`src/rtl/pwm_fifo_gen.sv`:
```
module pwm_fifo_gen #(
  parameter int CW    = 16,
  parameter int PW    = 12,
  parameter int DEPTH = 4,
  parameter int AW    = 5
) (
  input  logic          clk,
  input  logic          rst_n,
  input  logic          bus_wr,
  input  logic [AW-1:0] bus_addr,
  input  logic [31:0]   bus_wdata,
  output logic [31:0]   bus_rdata,
  output logic          pwm_out
);
  localparam int PTRW = (DEPTH > 1) ? $clog2(DEPTH) : 1;
  localparam int CNTW = $clog2(DEPTH + 1);
  localparam logic [CNTW-1:0] FULL = CNTW'(DEPTH);
  localparam logic [31:0] CTL_KEEP = 32'h01C3_0001 | (((32'd1 << PW) - 32'd1) << 4);
  localparam logic [AW-1:0] A_CTL = AW'(5'h00);
  localparam logic [AW-1:0] A_STA = AW'(5'h04);
  localparam logic [AW-1:0] A_DTY = AW'(5'h0C);
  localparam logic [AW-1:0] A_PER = AW'(5'h10);
  localparam logic [2:0] SRST_CYC = 3'd4;

  logic [31:0]     ctl_q;
  logic [2:0]      rst_left;
  logic [CW-1:0]   span_q, active;
  logic [CW-1:0]   mem [DEPTH];
  logic [PTRW-1:0] wp, rp;
  logic [CNTW-1:0] fcnt;
  logic            ovf, run;
  logic [PW-1:0]   pre;
  logic [CW:0]     cnt;

  wire busy    = rst_left != 3'd0;
  wire wr_ok   = bus_wr && !busy;
  wire srst_go = bus_wr && bus_addr == A_CTL && bus_wdata[3];
  wire clr     = srst_go || busy;
  wire en      = ctl_q[0];
  wire tick    = run && pre == ctl_q[PW+3:4];
  wire [CW:0] last = {1'b0, span_q} + 1'b1;
  wire wrap    = tick && cnt >= last;
  wire start   = en && !run && !busy;
  wire bnd     = start || wrap;
  wire full    = fcnt == FULL;
  wire dty_wr  = wr_ok && bus_addr == A_DTY;
  wire push    = dty_wr && !full;
  wire pop     = bnd && fcnt != '0;

  assign pwm_out = run && cnt < {1'b0, active};

  always_ff @(posedge clk or negedge rst_n) begin
    if (!rst_n) begin
      ctl_q    <= '0;
      rst_left <= '0;
    end else begin
      if (srst_go) ctl_q <= '0;
      else if (bus_wr && bus_addr == A_CTL) ctl_q <= bus_wdata & CTL_KEEP;
      if (srst_go) rst_left <= SRST_CYC;
      else if (busy) rst_left <= rst_left - 3'd1;
    end
  end

  always_ff @(posedge clk or negedge rst_n) begin
    if (!rst_n) span_q <= '0;
    else if (wr_ok && bus_addr == A_PER) span_q <= bus_wdata[CW-1:0];
  end

  always_ff @(posedge clk) if (push) mem[wp] <= bus_wdata[CW-1:0];

  always_ff @(posedge clk or negedge rst_n) begin
    if (!rst_n) begin
      wp <= '0; rp <= '0; fcnt <= '0; ovf <= 1'b0;
    end else if (clr) begin
      wp <= '0; rp <= '0; fcnt <= '0; ovf <= 1'b0;
    end else begin
      if (push) wp <= (wp == PTRW'(DEPTH-1)) ? '0 : wp + 1'b1;
      if (pop)  rp <= (rp == PTRW'(DEPTH-1)) ? '0 : rp + 1'b1;
      fcnt <= fcnt + CNTW'(push) - CNTW'(pop);
      if (dty_wr && full) ovf <= 1'b1;
      else if (wr_ok && bus_addr == A_STA && bus_wdata[4]) ovf <= 1'b0;
    end
  end

  always_ff @(posedge clk or negedge rst_n) begin
    if (!rst_n) begin
      run <= 1'b0; pre <= '0; cnt <= '0; active <= '0;
    end else if (clr || !en) begin
      run <= 1'b0; pre <= '0; cnt <= '0;
      if (clr) active <= '0;
    end else begin
      run <= 1'b1;
      if (start) begin
        pre <= '0; cnt <= '0;
      end else begin
        pre <= tick ? '0 : pre + 1'b1;
        if (tick) cnt <= wrap ? '0 : cnt + 1'b1;
      end
      if (pop) active <= mem[rp];
    end
  end

  always_comb begin
    case (bus_addr)
      A_CTL:   bus_rdata = ctl_q | {28'd0, busy, 3'd0};
      A_STA:   bus_rdata = 32'(fcnt) | (32'(ovf) << 4);
      A_DTY:   bus_rdata = 32'(active);
      A_PER:   bus_rdata = 32'(span_q);
      default: bus_rdata = '0;
    endcase
  end

  p_fifo_bound_r3: assert property (@(posedge clk) disable iff (!rst_n)
    fcnt <= FULL);
  p_drop_full_r4: assert property (@(posedge clk) disable iff (!rst_n)
    (bus_wr && bus_addr == A_DTY && !busy && full) |=> ovf);
  p_zero_low_r5: assert property (@(posedge clk) disable iff (!rst_n)
    (active == '0) |-> !pwm_out);
  p_hold_mid_r7: assert property (@(posedge clk) disable iff (!rst_n)
    (run && !bnd && !srst_go) |=> $stable(active));
  p_reset_idle_r10: assert property (@(posedge clk) disable iff (!rst_n)
    busy |-> (fcnt == '0 && !run));
endmodule

```
`config.mk`:
```
export PLATFORM = sky130hd
export DESIGN_NAME = pwm_fifo_gen
export DESIGN_NICKNAME = d
export VERILOG_FILES = /design/src/rtl/pwm_fifo_gen.sv
export SDC_FILE = /design/constraint.sdc
export NUM_CORES = 1
export LEC_CHECK = 0
export BUFFER_PORTS_ARGS = -buffer_cell sky130_fd_sc_hd__buf_2
export CAP_MARGIN = 20
export CORE_UTILIZATION = 35
export DETAILED_ROUTE_END_ITERATION = 10
export PLACE_DENSITY_LB_ADDON = 0.05
export SYNTH_ARGS = -nofsm -noshare
export SYNTH_HDL_FRONTEND = slang
export SYNTH_SLANG_ARGS = --single-unit
```
`constraint.sdc`:
```
create_clock -name clk -period 5.2 [get_ports clk]
set_input_delay 0.26 -clock clk [delete_from_list [all_inputs] [get_ports clk]]
set_output_delay 0.26 -clock clk [all_outputs]
set_load 0.03 [all_outputs]
```
# Word-level counts from Yosys, hierarchy flattened
# Memories as Yosys holds them, arrays and structs flattened.
# Index checks and enable logic that the tools add are counted.
# W data, S select, Z words.
[totals]
word_cells = 93
regBits = 105
romBits = 0
latch_bits = 0
mem_count = 1
output_inout_bits = 33
mem_bits_rw = 64
[memory_table]
columns = ["memory", "depth", "width", "read_ports", "rd_clocked_by_memory_dff", "write_ports", "line_no", "text"]
rows = [
  ["mem", 4, 16, 1, 0, 1, "28", "logic [CW-1:0] mem [DEPTH];"],
]
[op_classes]
n_reduce_logical = 33
div_mod_pow = 0
bitwise_logic = 2
n_addsub = 8
mul = 0
n_shift = 0
muxes = 28
n_eq_ne = 8
magnitude_cmp = 2
[op_table]
columns = ["operator", "count"]
rows = [
  ["$pmux W32 S4", 1],
  ["$mux W17", 4],
  ["$mux W32", 2],
  ["$mux W16", 3],
  ["$mux W12", 3],
  ["$or A32 B4 Y32", 1],
  ["$add A16 B1 Y17 const B", 1],
  ["$add A17 B1 Y17 const B", 1],
  ["$ge A17 B17 Y1", 1],
  ["$lt A17 B16 Y1", 1],
  ["$logic_and A1 B1 Y1", 15],
  ["$add A12 B1 Y12 const B", 1],
  ["$eq A12 B12 Y1", 1],
  ["$mux W2", 6],
  ["$reduce_bool A3 Y1", 4],
  ["$reduce_bool A2 Y1", 5],
  ["$mux W3", 3],
  ["$mux W1", 6],
  ["$eq A5 B3 Y1 const B", 1],
  ["$eq A5 B4 Y1 const B", 1],
  ["$eq A5 B5 Y1 const B", 1],
  ["$logic_not A5 Y1", 1],
  ["$or A3 B5 Y5", 1],
  ["$add A2 B1 Y2 const B", 2],
  ["other kinds (9)", 15],
]

# Logic depth before layout (Yosys ltp)
# Gate-level depths: netlist of run 1.
[logic_depth]
depth_word = 8
depth_mapped = 21

# Worst setup path before layout of run 1
# OpenSTA, ideal clock, no wires.
[synth_timing]
path_type = "register to register"
startpoint = "reg span_q[2]"
endpoint = "reg fcnt[2]"
t_required_ns = 5.071
stages_incl_launch_ff = 22
t_arrival_ns = 3.666
path_slack_ns = 1.405
period_less_slack_ns = 3.795
path_buffers = 1
path_cell_list = "dfrtp_1 > and3_1 > and3_1 > nand3_1 > nor2_1 > nand3_1 > xor2_1 > ha_1 > a21oi_1 > o22ai_1 > nor3_1 > a21o_4 > nor2_8 > buf_8 > ha_1 > inv_1 > ha_1 > inv_1 > fa_1 > xor2_1 > xnor2_1 > nor2_1"
[synth_via]
elab_chain_len = 7
[synth_rtl]
columns = ["element", "line_no", "text"]
rows = [
  ["start: declaration", "27", "logic [CW-1:0] span_q, active;"],
  ["start signal: assignment", "66", "else if (wr_ok && bus_addr == A_PER) span_q <= bus_wdata[CW-1:0];"],
  ["$add A16 B1 Y17", "41", "wire [CW:0] last = {1'b0, span_q} + 1'b1;"],
  ["$ge A17 B17 Y1", "42", "wire wrap = tick && cnt >= last;"],
  ["$logic_and A1 B1 Y1", "42", ""],
  ["$logic_or A1 B1 Y1", "44", "wire bnd = start || wrap;"],
  ["$logic_and A1 B1 Y1", "48", "wire pop = bnd && fcnt != '0;"],
  ["$sub A3 B1 Y3", "79", "fcnt <= fcnt + CNTW'(push) - CNTW'(pop);"],
  ["$mux W3", "74", "end else if (clr) begin"],
  ["end signal: assignment", "79", ""],
  ["end: declaration", "30", "logic [CNTW-1:0] fcnt;"],
]
# Every way passes these cells.
# A chain may end at the register's enable or synchronous reset.

# Worst setup path in the final report of run 1
# Ends and elaborated chain as after synthesis.

==> out/qor.yml, run 1 <==
run_status:
  status: "completed"
min_path:
  min_to: "ctl_q[16]"
  hold_depth: 3
  hold_class: "primary input to flip-flop"
  hold_start: "bus_wdata[16]"
sta:
  final-hold-violation-count: 0
  setup-tns-final_ns: 0
  rsz0062_at_grt: "false"
  worstMarginPinSlew_ns: 1.00
  max_freq_mhz: 237
  finalClockSkew_ns: 0.0136
  whs_ns: 0.0834
  setup_viol: 0
  period_minus_slack_ns: 4.22
  drv_slew: 0
  slew_headroom: 0.329
  min_period_over_period: 0.812
cts:
  h-tree-depth: 4
  post_cts_resized: 0
  clk-insertion-delay-late_ns: 0.43
  cts_tree: "built"
  cts_made_buffers: 17
  clk_path_buf_depth: 2
  root_buffer: "clkbuf_16"
  cts_sinks: 155
  clkTransAtPathRegs_ns: 0.07
layout:
  fill_cells: 2276
  nets: 835
  finish.utilization: 0.408
  antenna_cells: 0
  final_common_cell: "dfrtp_1"
  area_delta_synth_final_pct: 12.9
  layout_common_cells: "dfrtp_1 (91), edfxtp_1 (64), nand2_1 (60)"
  finalInstanceArea_sq_um: 9380
  drive_gt1_frac: 0.172
yosys:
  yosysSeqAreaShare: 0.506
  avgSynthCellArea_sq_um: 11.8
  synth_top_cell_area_share: 0.274
  synth_flop_cell: "dfrtp_1"
  synth_area_leader_cell: "dfrtp_1"
  async_reset_ff_frac: 0.587
  synth-seq-cells: 155
  yosys-top-cells-area: "dfrtp_1 (27%), edfxtp_1 (23%), ha_1 (6.6%)"
  post_synth_inst_count: 702
  yosysWarnings: 0
  syn-cell-area_sq_um: 8300
  synth_edf_count: 64
  yosysUniqueCellTypes: 72
flow_run:
  cap_violations: 0
worst_setup_path:
  startpoint_type: "flip-flop"
  cp-end-kind: "flip-flop"
  worst-path-buf-inv: 2
  required_ns: 5.51
  path_cells: "and3_1, and3_1, nand3_1, nor2_1, nand3_1, xor2_1, ha_1, nand4_1, o22ai_1, nor3_1, a21o_4, nor2_8, ha_1, inv_1, ha_1, inv_1, fa_1, xor2_1, xnor2_1, nor2_1"
  reg2reg_slack_ns: 0.98
  cp_max_fo: 17
  worstSetupPathType: "flip-flop to flip-flop"
  max_stage_delay_ns: 0.44
  critPathTopFamily: "simple AND/OR/NAND/NOR gates"
  r2r-start: "span_q[2]"
  reg2reg_to: "fcnt[2]"
  cp.arrival_ns: 4.53
  crit_slowest_cell: "dfrtp_1"
  crit_top_cell: "ha_1"
  reg2reg_depth: 20
global_routing:
  grt_pass1_vias: 5795
  track_usage: 0.182
  grt-ovfl-total: 0
  met2_usage: 0.298
  gr-max-usage-layer: "met2"
  globalRouteMet1Util: 0.245
  grt_max_degree: 61
  grtUsageMet3: 0.0283
  grt_pass1_wl_um: 32800
  antenna_found_initial: 0
detailed_routing:
  viasPerCell: 5.16
  num_vias: 5552
  initialDrtViolationCount: 280
  drc: 0
  dr.pass1.iters: 6
  antenna_left: 0
  routedWlPerCell_um: 19.3
  wl_um: 20800
power:
  p_leak_uw: 0.00377
  total_power_uw: 3130
  powerDensity_nw_per_um2: 334
  peakVddDrop_v: 0.000186
floorplan:
  die_h_um: 156
  initial_core_util: 0.361
  fp.dieW_um: 156
  pin_count: 73
  fp-row-count: 55
  coreArea_sq_um: 23000
  dieArea_sq_um: 24300
place:
  dp_hpwl_um: 15300
  dpl_cell_area_sq_um: 8740
  portBuffers: 50
  gp_congestion: 0.844
## cell families after synthesis
group                      synth area share
and+or+nand+nor                       0.142
DFF                                   0.506
AOI/OAI and AO/OA                    0.0990
buffers and inverters                0.0460
muxes                                0.0916
adders and majority gates            0.0687
xor gates and xnor gates             0.0463
other                              0.000452
## registers in the layout, summed over array words and instances (netlist names)
| signal | flops |
|---|---|
| ovf | 1 |
| pre | 12 |
| fcnt | 3 |
| span_q | 16 |
| ctl_q | 18 |
| rst_left | 3 |
| active | 16 |
| run | 1 |
| rp | 2 |
| wp | 2 |
| cnt | 17 |
| mem | 64 |
## area by class of cell
type	count	area [sq um]	area share
multi-input combinational	490	3760	0.401
clock buffer	18	429	0.0458
sequential	155	4200	0.448
inverter	32	125	0.0133
clock inverter	14	146	0.0156
timing repair buffer	54	325	0.0347
tap	313	392	0.0418
## how the worst max path moves through the flow
stage / startpoint / slack (ns) / to / cells past startpoint
2_1_floorplan: span_q[2] / 1.40 / fcnt[2] / 21
3_3_place_gp: span_q[2] / 1.05 / fcnt[2] / 20
3_5_place_dp: span_q[2] / 0.97 / fcnt[2] / 20
4_1_cts: span_q[2] / 0.97 / fcnt[2] / 20
5_1_grt: span_q[2] / 0.67 / fcnt[2] / 20
6_report: span_q[2] / 0.98 / fcnt[2] / 20
## timing repair
action / in CTS / in global routing
hold buffers: 1 / 0
endpoints found under the hold margin: 31 / 0
setup buffers: 0 / 0
## through the flow
stage / setup slack, ns / instances
after floorplan: 1.40 / 712
after global placement: 1.05 / 1041
after detailed placement: 0.970 / 1041
after CTS: 0.973 / 1074
after global routing: 0.673 / 1076
final: 0.977 / 1076
## where the power goes
group | switching [uW] | total [uW] | leakage, uW | internal, uW
logic | 323 | 492 | 0.00168 | 170
registers | 77.0 | 1410 | 0.00183 | 1330
clock network | 588 | 1230 | 0.000273 | 641
## cell usage after synthesis (7+ instances only)
cell / count
xnor2_1: 25
mux2_2: 16
edfxtp_1: 64
nand4_1: 13
mux2i_1: 19
mux4_1: 8
and3_1: 11
nand2_1: 60
and2_1: 12
buf_4: 11
dfrtp_1: 91
nor2_1: 41
a32o_1: 17
ha_1: 44
xor2_1: 17
a21oi_1: 28
o21ai_0: 40
mux4_2: 8
nand2b_1: 20
nand3_1: 22
o31ai_1: 8
or4_1: 7
inv_1: 31
clkbuf_1: 12
## metal layers
metal	wire length, um	up-vias
li1	-	2658
met1	10000	2794
met2	9910	76
met3	485	24
met4	374	0
met5	0	-
## worst register-to-register path, delay by kind of cell, from the launching register on
| family | cells | cell delay (ns) |
|---|---|---|
| flip-flops | 1 | 0.44 |
| XOR/XNOR | 3 | 0.47 |
| adder cells (fa/ha/maj) | 4 | 1.06 |
| AO/OA/AOI/OAI | 2 | 0.50 |
| buffers and inverters | 2 | 0.10 |
| AND/OR/NAND/NOR | 9 | 1.53 |
Note: power is estimated with default switching activity, not from simulation.
==> run 2: changes to the inputs <==
--- a/config.mk
+++ b/config.mk
@@ -5,6 +5,7 @@
 export SDC_FILE = /design/constraint.sdc
 export NUM_CORES = 1
 export LEC_CHECK = 0
+export ABC_AREA = 1
 export BUFFER_PORTS_ARGS = -buffer_cell sky130_fd_sc_hd__buf_2
 export CAP_MARGIN = 20
 export CORE_UTILIZATION = 35
==> constraint.sdc (replaced) <==
create_clock -name clk -period 4 [get_ports clk]
set_input_delay 0.2 -clock clk [delete_from_list [all_inputs] [get_ports clk]]
set_output_delay 0.2 -clock clk [all_outputs]
set_load 0.03 [all_outputs]
==> run 2 against run 1 <==
Compared with the run above: total power grew 29%; clock power is 37% higher; count of clock-buffer cells in the layout shrank 1; synthesized area is 0.20% higher; critical path depth increased by 4; fmax rose by 14%; sequential share of layout area fell by 1.3 points; largest power group unchanged.
==> out/qor.yml, run 2 <==
place:
  dp_cells: 1282
  portBuffers: 50
  gp_congestion: 0.754
  dp_hpwl_um: 16500
worst_setup_path:
  r2r-start: "span_q[1]"
  cp.arrival_ns: 4.01
  required_ns: 4.31
  cp-end-kind: "flip-flop"
  cp_max_fo: 4
  worstSetupPathType: "flip-flop to flip-flop"
  reg2reg_depth: 24
  reg2reg_to: "fcnt[1]"
  startpoint_type: "flip-flop"
  reg2reg_slack_ns: 0.30
min_path:
  min_to: "mem[0][8]"
  hold_class: "primary input to flip-flop"
  hold_start: "bus_wdata[8]"
  hold_depth: 1
layout:
  reg.largest.list: "mem (64), ctl_q (18), cnt (17)"
  nets: 1076
  drive_gt1_frac: 0.137
  top_register: "mem"
  layout_common_cells: "nand2_1 (169), inv_1 (112), nor2_1 (101)"
  area_delta_synth_final_pct: 16.0
  final_common_cell: "nand2_1"
  antenna_cells: 0
  stdcell_count: 1323
  largest_reg_flops: 64
power:
  p_sw_frac: 0.302
  powerDensity_nw_per_um2: 419
  p_seq_frac: 0.450
  p_leak_uw: 0.00426
  combPwrFrac: 0.131
  pwr-share-clk: 0.419
  internal_power_uw: 2820
  peakVddDrop_v: 0.000291
  p_switching_uw: 1220
cts:
  clk_path_buf_depth: 2
  root_buffer: "clkbuf_16"
  clk-insertion-delay-late_ns: 0.43
  cts_tree: "built"
  cts_made_buffers: 17
  h-tree-depth: 4
  clkTransAtPathRegs_ns: 0.08
  cts_sinks: 155
detailed_routing:
  wl_um: 23100
  routedWlPerCell_um: 17.4
  antenna_left: 0
  dr.pass1.iters: 4
  drc: 0
  initialDrtViolationCount: 402
  num_vias: 6385
  viasPerCell: 4.83
sta:
  rsz0062_at_grt: "false"
  setup_viol: 0
  setup-tns-final_ns: 0
  worstMarginPinSlew_ns: 1.02
  period_minus_slack_ns: 3.70
  final-hold-violation-count: 0
  slew_headroom: 0.320
  max_freq_mhz: 270
  min_period_over_period: 0.925
  drv_slew: 0
  finalClockSkew_ns: 0.0160
global_routing:
  antenna_found_initial: 0
  track_usage: 0.204
  grt-ovfl-total: 0
  grt_pass1_wl_um: 36700
  grt_pass1_vias: 6223
  grt_max_degree: 62
floorplan:
  coreArea_sq_um: 23400
  die_h_um: 156
  fp-row-count: 56
  fp.dieW_um: 156
  dieArea_sq_um: 24400
  initial_core_util: 0.356
  pin_count: 73
yosys:
  synth-seq-cells: 155
  synth_edf_count: 64
  avgSynthCellArea_sq_um: 9.00
  yosys-top-cells-area: "dfrtp_1 (27%), edfxtp_1 (23%), nand2_1 (7.7%)"
  synth_top_cell_area_share: 0.274
  post_synth_inst_count: 924
  yosysWarnings: 0
  synth_flop_cell: "dfrtp_1"
  yosysSeqAreaShare: 0.505
  netlist_top_cells_count: "nand2_1 (170), inv_1 (112), nor2_1 (105), dfrtp_1 (91), nand3_1 (83)"
  yosysUniqueCellTypes: 46
  synth_area_leader_cell: "dfrtp_1"
  synth.most_common_cell: "nand2_1"
  syn-cell-area_sq_um: 8320
  async_reset_ff_frac: 0.587
flow_run:
  cap_violations: 0
run_status:
  status: "completed"
## run 2: per-layer routing
layer / vias up / global-route usage / share of wire
met3: 15 / 0.0292 / 0.030
met1: 3058 / 0.281 / 0.48
met5: - / 0 / 0
met2: 100 / 0.339 / 0.48
met4: 0 / 0.0476 / 0.0091
li1: 3212 / - / -
## run 2: metrics by stage
stage / total power, uW / area [sq um] / util / setup WS, ns / hold slack [ns]
finish: 4050 / 9660 / 0.413 / 0.299 / 0.00937
global route: 4230 / 9660 / 0.413 / 0.00228 / 0.00413
CTS: 4080 / 9580 / 0.409 / 0.104 / 0.00106
global placement: 2380 / 8910 / 0.381 / 0.156 / 0.365
floorplan: 2190 / 8360 / - / 0.369 / -0.0956
detailed placement: 2380 / 8910 / 0.381 / 0.108 / 0.358
## run 2: final cells by class
cell class	instances	area, sq um
Timing Repair Buffer	75	453
Sequential cell	155	4200
Clock buffer	17	425
Clock inverter	15	191
Tap cell	319	399
Fill cell	2379	13700
Multi-Input combinational cell	625	3540
Inverter	117	444
## run 2: logic make-up (layout without fill, tap and decap cells)
group                      Yosys count  after routing  share of synthesized area
AOI/OAI and AO/OA                  132            132                     0.0922
xor gates and xnor gates            26             26                     0.0274
adders and majority gates           45             45                     0.0686
buffers and inverters              154            224                     0.0795
DFF                                155            155                      0.505
muxes                                8              8                     0.0108
other                                1             11                   0.000451
and+or+nand+nor                    403            403                      0.216
## run 2: repair_timing
item | 4_1_cts | 5_1_grt
endpoints found under the setup margin | 0 | 2
endpoints found under the hold margin | 70 | 0
buffers inserted | 0 | 4
resized for setup | 0 | 11
hold buffers | 5 | 0
## run 2: worst max-delay path by stage
| stage | startpoint | to | slack, ns |
|---|---|---|---|
| final | span_q[1] | fcnt[1] | 0.30 |
| after global routing | span_q[1] | fcnt[2] | 0.002 |
| after CTS | span_q[1] | fcnt[2] | 0.10 |
| after detailed placement | span_q[1] | fcnt[2] | 0.11 |
| after global placement | span_q[1] | fcnt[2] | 0.16 |
| after floorplan | span_q[2] | fcnt[2] | 0.37 |
## run 2: power groups by stage
| stage | clock [uW] | sequential, uW | combinational (uW) |
|---|---|---|---|
| detailed placement | 0 | 1850 | 526 |
| finish | 1690 | 1820 | 530 |
| global route | 1790 | 1830 | 607 |
| floorplan | 0 | 1830 | 357 |
| CTS | 1730 | 1820 | 532 |
| global placement | 0 | 1850 | 525 |
## run 2: worst max-delay path, cell delays in order (launching register included)
cell	delay, ns
dfrtp_1	0.40
nand3_2	0.13
nor2_4	0.15
nand4_1	0.21
nor4_4	0.32
buf_4	0.17
xor2_1	0.14
inv_1	0.06
ha_1	0.27
nand2_1	0.07
inv_1	0.04
nand2_1	0.06
nor2_2	0.04
nand3_1	0.06
nand2_1	0.05
nor2_1	0.11
nand2_2	0.11
nand3_4	0.10
clkinv_4	0.05
ha_1	0.28
inv_1	0.05
ha_1	0.13
inv_1	0.05
fa_2	0.51
nor2_1	0.04
